==> config.mk <==
export PLATFORM = sky130hd
export DESIGN_NAME = pwm_multi
export DESIGN_NICKNAME = d
export VERILOG_FILES = /design/src/rtl/pwm_pkg.sv /design/src/rtl/pwm_prescaler.sv /design/src/rtl/pwm_glob.sv /design/src/rtl/pwm_channel.sv /design/src/rtl/pwm_multi.sv
export SDC_FILE = /design/constraint.sdc
export NUM_CORES = 1
export LEC_CHECK = 0
export ABC_CLOCK_PERIOD_IN_PS = 3700
export BUFFER_PORTS_ARGS = -buffer_cell sky130_fd_sc_hd__buf_4
export CAP_MARGIN = 20
export CORE_MARGIN = 5
export CORE_UTILIZATION = 45
export DETAILED_ROUTE_END_ITERATION = 7
export SLEW_MARGIN = 5
export SYNTH_ARGS = -nofsm -noshare
export SYNTH_HDL_FRONTEND = slang
export SYNTH_SLANG_ARGS = --single-unit
==> constraint.sdc <==
create_clock -name clk_i -period 3.7 [get_ports clk_i]
set_input_delay 0 -clock clk_i [delete_from_list [all_inputs] [get_ports clk_i]]
set_output_delay 0 -clock clk_i [all_outputs]
set_load 0.005 [all_outputs]
==> src/rtl/pwm_pkg.sv <==
package pwm_pkg;
  localparam int PRE_FLD_W = 4;
  localparam int POL_BIT   = 8;
  localparam int TGT_BIT   = 10;
  localparam int A_ENA     = 0;
  localparam int A_DIS     = 1;
  localparam int A_STAT    = 2;
  localparam int A_IRQ     = 3;
  localparam int CH_BASE   = 1;   // first channel group of four words

  typedef enum logic [1:0] {
    REG_MODE = 2'd0,
    REG_DUTY = 2'd1,
    REG_PRD  = 2'd2,
    REG_UPD  = 2'd3
  } ch_reg_e;
endpackage

==> src/rtl/pwm_prescaler.sv <==
module pwm_prescaler #(
  parameter int PRE_MAX = 10
) (
  input  logic       clk_i,
  input  logic       rst_ni,
  input  logic       run_i,
  input  logic [3:0] code_i,
  output logic       tick_o
);
  localparam int DIV_W = (PRE_MAX > 0) ? PRE_MAX : 1;

  logic [DIV_W-1:0] div_q;
  logic [DIV_W-1:0] mask;

  for (genvar k = 0; k < DIV_W; k++) begin : g_mask
    assign mask[k] = (int'(code_i) > k);
  end

  assign tick_o = run_i && (div_q == mask);

  always_ff @(posedge clk_i or negedge rst_ni) begin
    if (!rst_ni)                div_q <= '0;
    else if (!run_i || tick_o)  div_q <= '0;
    else                        div_q <= div_q + 1'b1;
  end
endmodule

==> src/rtl/pwm_glob.sv <==
module pwm_glob #(
  parameter int NUM_CH = 4
) (
  input  logic              clk_i,
  input  logic              rst_ni,
  input  logic              ena_wr_i,
  input  logic              dis_wr_i,
  input  logic              irq_rd_i,
  input  logic [NUM_CH-1:0] mask_i,
  input  logic [NUM_CH-1:0] done_i,
  output logic [NUM_CH-1:0] en_o,
  output logic [NUM_CH-1:0] irq_o,
  output logic [NUM_CH-1:0] start_o,
  output logic [NUM_CH-1:0] stop_o
);
  logic [NUM_CH-1:0] en_q, irq_q;

  assign start_o = ena_wr_i ? (mask_i & ~en_q) : '0;
  assign stop_o  = dis_wr_i ? mask_i : '0;
  assign en_o    = en_q;
  assign irq_o   = irq_q;

  always_ff @(posedge clk_i or negedge rst_ni) begin
    if (!rst_ni) begin
      en_q  <= '0;
      irq_q <= '0;
    end else begin
      en_q  <= (en_q | start_o) & ~stop_o;
      irq_q <= (irq_rd_i ? '0 : irq_q) | done_i;  // new set beats clear
    end
  end
endmodule

==> src/rtl/pwm_channel.sv <==
module pwm_channel
  import pwm_pkg::*;
#(
  parameter int CNT_W   = 16,
  parameter int PRE_MAX = 10,
  parameter int DATA_W  = 32
) (
  input  logic              clk_i,
  input  logic              rst_ni,
  input  logic              en_i,
  input  logic              start_i,
  input  logic              stop_i,
  input  logic              wr_i,
  input  ch_reg_e           sel_i,
  input  logic [DATA_W-1:0] wdata_i,
  output logic              pwm_o,
  output logic              done_o,
  output logic              pol_o,
  output logic [DATA_W-1:0] mode_o,
  output logic [CNT_W-1:0]  duty_o,
  output logic [CNT_W-1:0]  prd_o
);
  logic [PRE_FLD_W-1:0] pre_q;
  logic                 pol_q, tgt_q;
  logic [CNT_W-1:0]     duty_q, prd_q, shd_q, shp_q, cnt_q;
  logic                 pend_d_q, pend_p_q;
  logic                 tick, wrap, pre_ok;
  logic [CNT_W:0]       cnt_inc;
  logic [CNT_W-1:0]     wval;
  logic [PRE_FLD_W-1:0] pre_new;
  logic                 unused_wd;

  assign unused_wd = ^wdata_i;
  assign wval      = wdata_i[CNT_W-1:0];
  assign pre_new   = wdata_i[PRE_FLD_W-1:0];
  assign pre_ok    = (int'(pre_new) <= PRE_MAX);

  pwm_prescaler #(.PRE_MAX(PRE_MAX)) u_pre (
    .clk_i (clk_i),
    .rst_ni(rst_ni),
    .run_i (en_i),
    .code_i(pre_q),
    .tick_o(tick)
  );

  assign cnt_inc = {1'b0, cnt_q} + 1'b1;
  assign wrap    = tick && (cnt_inc >= {1'b0, prd_q});
  assign done_o  = wrap && (pend_d_q || pend_p_q);

  always_ff @(posedge clk_i or negedge rst_ni) begin
    if (!rst_ni) begin
      pre_q    <= '0;
      pol_q    <= 1'b0;
      tgt_q    <= 1'b0;
      duty_q   <= '0;
      prd_q    <= '0;
      shd_q    <= '0;
      shp_q    <= '0;
      cnt_q    <= '0;
      pend_d_q <= 1'b0;
      pend_p_q <= 1'b0;
    end else begin
      if (tick) cnt_q <= wrap ? '0 : cnt_inc[CNT_W-1:0];
      if (wrap) begin
        if (pend_d_q) duty_q <= shd_q;
        if (pend_p_q) prd_q  <= shp_q;
        pend_d_q <= 1'b0;
        pend_p_q <= 1'b0;
      end
      if (wr_i) begin
        unique case (sel_i)
          REG_MODE: begin
            if (!en_i) begin
              if (pre_ok) pre_q <= pre_new;
              pol_q <= wdata_i[POL_BIT];
            end
            tgt_q <= wdata_i[TGT_BIT];
          end
          REG_DUTY: if (!en_i) duty_q <= wval;
          REG_PRD:  if (!en_i) prd_q  <= wval;
          REG_UPD: begin
            if (en_i) begin
              if (tgt_q) begin
                shp_q    <= wval;
                pend_p_q <= 1'b1;
              end else begin
                shd_q    <= wval;
                pend_d_q <= 1'b1;
              end
            end
          end
          default: ;
        endcase
      end
      if (start_i || stop_i) cnt_q <= '0;
      if (stop_i) begin
        pend_d_q <= 1'b0;
        pend_p_q <= 1'b0;
      end
    end
  end

  assign pwm_o  = pol_q ^ (en_i && (cnt_q >= duty_q));
  assign pol_o  = pol_q;
  assign duty_o = duty_q;
  assign prd_o  = prd_q;

  always_comb begin
    mode_o                  = '0;
    mode_o[PRE_FLD_W-1:0]   = pre_q;
    mode_o[POL_BIT]         = pol_q;
    mode_o[TGT_BIT]         = tgt_q;
  end
endmodule

==> src/rtl/pwm_multi.sv <==
module pwm_multi
  import pwm_pkg::*;
#(
  parameter int NUM_CH  = 4,
  parameter int CNT_W   = 16,
  parameter int PRE_MAX = 10,
  parameter int ADDR_W  = 6,
  parameter int DATA_W  = 32
) (
  input  logic              clk_i,
  input  logic              rst_ni,
  input  logic              wr_en_i,
  input  logic              rd_en_i,
  input  logic [ADDR_W-1:0] addr_i,
  input  logic [DATA_W-1:0] wdata_i,
  output logic [DATA_W-1:0] rdata_o,
  output logic [NUM_CH-1:0] pwm_o
);
  localparam int GRP_W = ADDR_W - 2;

  logic [GRP_W-1:0]  grp;
  ch_reg_e           sel;
  logic              glob_hit, ena_wr, dis_wr, irq_rd;
  logic [NUM_CH-1:0] en_q, irq_q, start_w, stop_w, done_w, pol_w;
  logic [DATA_W-1:0] mode_w [NUM_CH];
  logic [CNT_W-1:0]  duty_w [NUM_CH];
  logic [CNT_W-1:0]  prd_w  [NUM_CH];

  assign grp      = addr_i[ADDR_W-1:2];
  assign sel      = ch_reg_e'(addr_i[1:0]);
  assign glob_hit = (grp == '0);
  assign ena_wr   = wr_en_i && glob_hit && (addr_i[1:0] == 2'(A_ENA));
  assign dis_wr   = wr_en_i && glob_hit && (addr_i[1:0] == 2'(A_DIS));
  assign irq_rd   = rd_en_i && glob_hit && (addr_i[1:0] == 2'(A_IRQ));

  pwm_glob #(.NUM_CH(NUM_CH)) u_glob (
    .clk_i   (clk_i),
    .rst_ni  (rst_ni),
    .ena_wr_i(ena_wr),
    .dis_wr_i(dis_wr),
    .irq_rd_i(irq_rd),
    .mask_i  (wdata_i[NUM_CH-1:0]),
    .done_i  (done_w),
    .en_o    (en_q),
    .irq_o   (irq_q),
    .start_o (start_w),
    .stop_o  (stop_w)
  );

  for (genvar g = 0; g < NUM_CH; g++) begin : g_ch
    logic ch_wr;
    assign ch_wr = wr_en_i && (grp == GRP_W'(g + CH_BASE));

    pwm_channel #(
      .CNT_W  (CNT_W),
      .PRE_MAX(PRE_MAX),
      .DATA_W (DATA_W)
    ) u_ch (
      .clk_i  (clk_i),
      .rst_ni (rst_ni),
      .en_i   (en_q[g]),
      .start_i(start_w[g]),
      .stop_i (stop_w[g]),
      .wr_i   (ch_wr),
      .sel_i  (sel),
      .wdata_i(wdata_i),
      .pwm_o  (pwm_o[g]),
      .done_o (done_w[g]),
      .pol_o  (pol_w[g]),
      .mode_o (mode_w[g]),
      .duty_o (duty_w[g]),
      .prd_o  (prd_w[g])
    );
  end

  always_comb begin
    rdata_o = '0;
    if (glob_hit) begin
      if (addr_i[1:0] == 2'(A_STAT)) rdata_o[NUM_CH-1:0] = en_q;
      if (addr_i[1:0] == 2'(A_IRQ))  rdata_o[NUM_CH-1:0] = irq_q;
    end
    for (int n = 0; n < NUM_CH; n++) begin
      if (grp == GRP_W'(n + CH_BASE)) begin
        unique case (sel)
          REG_MODE: rdata_o            = mode_w[n];
          REG_DUTY: rdata_o[CNT_W-1:0] = duty_w[n];
          REG_PRD:  rdata_o[CNT_W-1:0] = prd_w[n];
          default:  ;
        endcase
      end
    end
  end
endmodule

# Word level (Yosys, flattened, before mapping)
# Index checks and enable logic that the tools add are counted.
[totals] ff_bits=400 inputBits=42 out_inout_bits=36 elab_cells=320
[op_classes] n_addsub=8 order_cmp=49 eq_ne=11 mux=121 bitwise=18 reduce_logical=67
[op_table] op="$mux 16" n=56
[op_table] op="$pmux 16 s3" n=4
[op_table] op="$mux 32" n=3
[op_table] op="$add 16x1->17 const B" n=4
[op_table] op="$ge 17x16->1" n=4
[op_table] op="$ge 16x16->1" n=4
[op_table] op="$gt 4x3->1 const B" n=16
[op_table] op="$mux 1" n=48
[op_table] op="$reduce_and 4->1" n=12
[op_table] op="$add 10x1->10 const B" n=4
[op_table] op="$eq 10x10->1" n=4
[op_table] op="$mux 10" n=4
[op_table] op="$gt 4x1->1 const B" n=8
[op_table] op="$gt 4x2->1 const B" n=8
[op_table] op="$gt 4x4->1 const B" n=8
[op_table] op="$logic_and 1x1->1" n=25
[op_table] op="$mux 4" n=6
[op_table] op="$logic_or 1x1->1" n=12
[op_table] op="$reduce_and 3->1" n=4
[op_table] op="$and 4x4->4" n=2
[op_table] op="$eq 4x2->1 const B" n=2
[op_table] op="$not 1->1" n=8
[op_table] op="$not 4->4" n=2
[op_table] op="$or 4x4->4" n=2
[op_table] op="11 further kinds" n=24

# Logic depth before layout (Yosys ltp)
[logic_depth] depth_word=12 depth_mapped=17 depth_no_buf=14

# By module
# A second synthesis with hierarchy kept.
[unflattened] hier_cells=3009 area_unflattened_um2=26880.8
[by_module_without_submodules] module="pwm_channel" n_inst=4 cells_per_inst=552 area_per_inst_um2=5198.7 seq_area_each_um2=2202.1
[by_module_without_submodules] module="pwm_multi" n_inst=1 cells_per_inst=406 area_per_inst_um2=2597.5 seq_area_each_um2=0.0
[by_module_without_submodules] module="pwm_prescaler (g_ch[0].u_ch.u_pre ...)" n_inst=3 cells_per_inst=89 area_per_inst_um2=784.5 seq_area_each_um2=250.2
[by_module_without_submodules] module="pwm_prescaler (g_ch[3].u_ch.u_pre)" n_inst=1 cells_per_inst=94 area_per_inst_um2=793.3 seq_area_each_um2=250.2
[by_module_without_submodules] module="pwm_glob" n_inst=1 cells_per_inst=34 area_per_inst_um2=341.6 seq_area_each_um2=200.2

# Worst setup path before layout
# No wires, ideal clock.
[synth_path] kind="register -> register" from="register g_ch[2].u_ch.cnt_q[2]" to="register g_ch[2].u_ch.duty_q[10]" setup_time_ps=137 arrival_ps=3576 required_time_ps=3563 setup_slack_ps=-13 stages_incl_launch_ff=15 path_buffers=1 period_less_slack_ps=3713 path_cell_list="dfrtp_1 and3_1 nand3_1 nor4_1 and3_1 xor2_1 ha_1 nand3_1 nor3_1 a2111oi_0 o211ai_2 o2111ai_4 buf_6 mux2i_1 a21oi_1"
[synth_between] elab_chain_cells=7
[synth_rtl] item="start, declared" line_no="pwm_channel.sv:25" text="logic [CNT_W-1:0] duty_q, prd_q, shd_q, shp_q, cnt_q;"
[synth_rtl] item="start signal, assigned" line_no="pwm_channel.sv:63" text="if (tick) cnt_q <= wrap ? '0 : cnt_inc[CNT_W-1:0];"
[synth_rtl] item="$add 16x1->17 (*)" line_no="pwm_channel.sv:46" text="assign cnt_inc = {1'b0, cnt_q} + 1'b1;"
[synth_rtl] item="$ge 17x16->1 (*)" line_no="pwm_channel.sv:47" text="assign wrap = tick && (cnt_inc >= {1'b0, prd_q});"
[synth_rtl] item="$logic_and 1x1->1 (*)" line_no="pwm_channel.sv:47"
[synth_rtl] item="$mux 16 (*)" line_no="pwm_channel.sv:64" text="if (wrap) begin"
[synth_rtl] item="$mux 16" line_no="pwm_channel.sv:79" text="REG_DUTY: if (!en_i) duty_q <= wval;"
[synth_rtl] item="$mux 16" line_no="pwm_channel.sv:71" text="unique case (sel_i)"
[synth_rtl] item="$mux 16 (*)" line_no="pwm_channel.sv:70" text="if (wr_i) begin"
[synth_rtl] item="end signal, assigned" line_no="pwm_channel.sv:65" text="if (pend_d_q) duty_q <= shd_q;"
[synth_rtl] item="end signal, assigned" line_no="pwm_channel.sv:79"
[synth_rtl] item="end, declared" line_no="pwm_channel.sv:25"
# Mark *: on every way between the ends. The rest lies on a longest branch, timed or not.
# A chain may end at the register's enable or synchronous reset.

# Worst setup path in the final report
[layout_path] from="register g_ch[3].u_ch.cnt_q[1]" to="register g_ch[3].u_ch.duty_q[0]"
[layout_between] elab_chain_cells=7
[layout_rtl] item="start, declared" line_no="pwm_channel.sv:25"
[layout_rtl] item="start signal, assigned" line_no="pwm_channel.sv:63"
[layout_rtl] item="$add 16x1->17 (*)" line_no="pwm_channel.sv:46"
[layout_rtl] item="$ge 17x16->1 (*)" line_no="pwm_channel.sv:47"
[layout_rtl] item="$logic_and 1x1->1 (*)" line_no="pwm_channel.sv:47"
[layout_rtl] item="$mux 16 (*)" line_no="pwm_channel.sv:64"
[layout_rtl] item="$mux 16" line_no="pwm_channel.sv:79"
[layout_rtl] item="$mux 16" line_no="pwm_channel.sv:71"
[layout_rtl] item="$mux 16 (*)" line_no="pwm_channel.sv:70"
[layout_rtl] item="end signal, assigned" line_no="pwm_channel.sv:65"
[layout_rtl] item="end signal, assigned" line_no="pwm_channel.sv:79"
[layout_rtl] item="end, declared" line_no="pwm_channel.sv:25"
# Marked as above.

==> flow_summary.toml <==
[status]
status = "completed"

[synthesis]
yosysTopAreaCellShare_pct = 40.8
ys_ff_latch = 400
synth_ff_type = "dfrtp_1"
yosys.area.top_type = "dfrtp_1"
synth.most_common_cell = "dfrtp_1"
synth_edf_count = 0
synth_cell_type_count = 83
synth_top_cells_by_area = "dfrtp_1 41%, ha_1 6.9%, mux2_2 6.9%"
syn_area_per_cell_um2 = 9.37
ys_warn_count = 0
yosys-top-cells-count = "400 x dfrtp_1, 284 x nand2_1, 204 x nor2_1"
synthCells = 2620
netlist_area_mm2 = 0.0246
yosysSeqAreaShare_pct = 40.8
async_flop_share_pct = 100

[route]
wire_per_inst_um = 22.1
ant_nets = 0
vias_per_cell = 6.01
vias = 20400
routed_wl_mm = 75.1
drtIter0Drc = 1833
drc = 0
first_pass_iters = 5

[place]
dp_hpwl_mm = 52.5
port_buffers = 45
placed_area_mm2 = 0.0258
gp_congestion = 0.911
dp.cells = 3279

[worst_setup_path]
crit_type = "flip-flop to flip-flop"
cp-end-kind = "flip-flop"
critPathTopFamily = "simple AND/OR/NAND/NOR gates"
critPathSlowestCell = "o41a_1"
crit_required_ns = 4.17
cpPeakStageDelay_ns = 0.55
cp_common_cell = "nand3_1"
cp.arrival_ns = 3.97
crit_fanout = 10
cp_num_buf_inv = 1
start_kind = "flip-flop"
crit_chain = "ha_1 > nand3_1 > nor2_2 > and3_1 > nand3_1 > xnor2_1 > ha_1 > nand4_1 > o41a_1 > a311oi_4 > buf_4 > nand3b_1 > nand3_1"

[worst_hold_path]
hp-class = "primary input to async pin"

[power_and_ir_drop]
pwr_density_cell_mw_per_mm2 = 551
p_total_mw = 15.3
ir_drop_mv = 0.519
leakage_nw = 13.3

[timing]
timing.final.max_slew_violations = 0
finalSetupViolations = 0
max_slew_margin_pct = 34.1
fmax_mhz = 285
tightest_slew_ns = 0.989
post-route-min-period_ns = 3.51
min_period_over_period_pct = 94.7
fin_worst_skew_ns = 0.0286
hold_viol = 0

[cells_and_area]
finalInstanceArea_mm2 = 0.0278
area_delta_synth_final_pct = 13.2
diodes = 0
fin_cells = 3394
fin_nets = 2841
nFillCells = 4876
drive_above_1_share_pct = 17.3

[floorplan]
num_rows = 85
core_area_mm2 = 0.0539
die_w_um = 244
dieArea_mm2 = 0.0593
initial_core_util_pct = 45.5
die_y_um = 244
io_pins = 78

[cts]
path_clk_slew_ns = 0.06
cts-root-buf = "clkbuf_16"
clock_path_buffers = 3
cts_tree = "done"
clock-sinks = 400
htree_levels = 2
numCtsBuffers = 47
clock_latency_ns = 0.60

[grt]
grt_pass1_wl_mm = 116
grt_pass1_vias = 19800
grt_use_total_pct = 24.6
antenna_found_initial = 0
grt_overflow_total = 0
grt_start_max_net_pins = 105

[job]
cap_violations = 0
-- state kept, by name (all words and copies together) (netlist names) --
signal,cells
g_ch.u_ch.u_pre.div_q,40
u_glob.irq_o,4
g_ch.u_ch.pol_o,4
g_ch.u_ch.tgt_q,4
g_ch.u_ch.pend_p_q,4
g_ch.u_ch.prd_o,64
g_ch.u_ch.shp_q,64
g_ch.u_ch.duty_o,64
g_ch.u_ch.cnt_q,64
g_ch.u_ch.shd_q,64
g_ch.u_ch.pre_q,16
g_ch.u_ch.pend_d_q,4
u_glob.en_o,4
-- cells by family after synthesis --
family                   after synthesis  synth area share [%]
AND/OR/NAND/NOR                      902                  18.7
AO/OA/AOI/OAI                        547                  15.2
flip-flops                           400                  40.8
buffers and inverters                336                  5.99
multiplexers                         201                  8.96
adder cells (fa/ha/maj)              136                  6.93
XOR/XNOR                              97                  3.46
other                                  1                0.0153
-- metrics by stage --
stage          worst slack, ns  hold slack, ns  utilization (%)  setup TNS, ns
6_report                 0.195           0.118             51.5              0
2_1_floorplan           0.0400          -0.296                -              0
3_5_place_dp            0.0459           0.163             47.8              0
3_3_place_gp            0.0926           0.161             47.8              0
4_1_cts               -0.00135           0.123             51.2       -0.00187
5_1_grt              -0.000870           0.208             51.5      -0.000870
-- repair_timing --
action	CTS	global route
hold endpoints to repair	379	0
setup endpoints to repair	2	158
hold buffers	24	0
resized for setup	0	19
pin swaps	0	4
cloned	0	0
buffers inserted	0	4
-- metal layers --
layer	share of wire [%]	up-vias	wire [um]	GRT usage, %
met5	0	-	0	0
met4	3.3	0	2490	7.78
met3	6.0	147	4490	4.10
met2	47	639	34900	39.7
met1	44	10200	33200	34.1
li1	-	9417	-	-
-- final timing paths --
check	cells past startpoint	to	start	slack (ns)
hold / removal	2	g_ch[1].u_ch.prd_o[6]$_DFF_PN0_	rst_ni	0.12
max in group asynchronous	3	g_ch[2].u_ch.cnt_q[13]$_DFFE_PN0P_	rst_ni	2.57
min in group clk_i	4	u_glob.irq_o[1]$_DFF_PN0_	addr_i[1]	0.21
setup / recovery	13	g_ch[3].u_ch.duty_o[0]$_DFF_PN0_	g_ch[3].u_ch.cnt_q[1]$_DFFE_PN0P_	0.19
hold reg to reg	2	u_glob.irq_o[1]$_DFF_PN0_	u_glob.irq_o[1]$_DFF_PN0_	0.47
setup reg to reg	13	g_ch[3].u_ch.duty_o[0]$_DFF_PN0_	g_ch[3].u_ch.cnt_q[1]$_DFFE_PN0P_	0.19
-- area by class of cell --
type	count	area (um^2)	area share, %
Inverter	148	556	2.00
Sequential cell	400	10000	36.0
Timing Repair Buffer	167	1500	5.41
Tap cell	696	871	3.13
Clock inverter	24	278	0.999
Clock buffer	60	1320	4.74
Multi-Input combinational cell	1899	13300	47.7
-- cell usage in the layout (no fill, tap or decap), types with 43 or more instances in the layout --
master and instances:
xnor2_1 56, o21ai_0 50, mux2_2 150, nand3_1 122, nand2_1 284, ha_1 136, inv_1 148, nor2_1 201
o221ai_1 48, clkbuf_16 48, a22oi_1 55, buf_4 127, mux2i_1 51, a31oi_1 43, dfrtp_1 397, a21oi_1 174
-- power by group --
group / switching (mW) / internal [mW]
combinational: 2.56 / 1.94
sequential: 0.897 / 5.08
clock: 1.96 / 2.87
total: 5.42 / 9.89
Power figures use the tool's default switching activity.
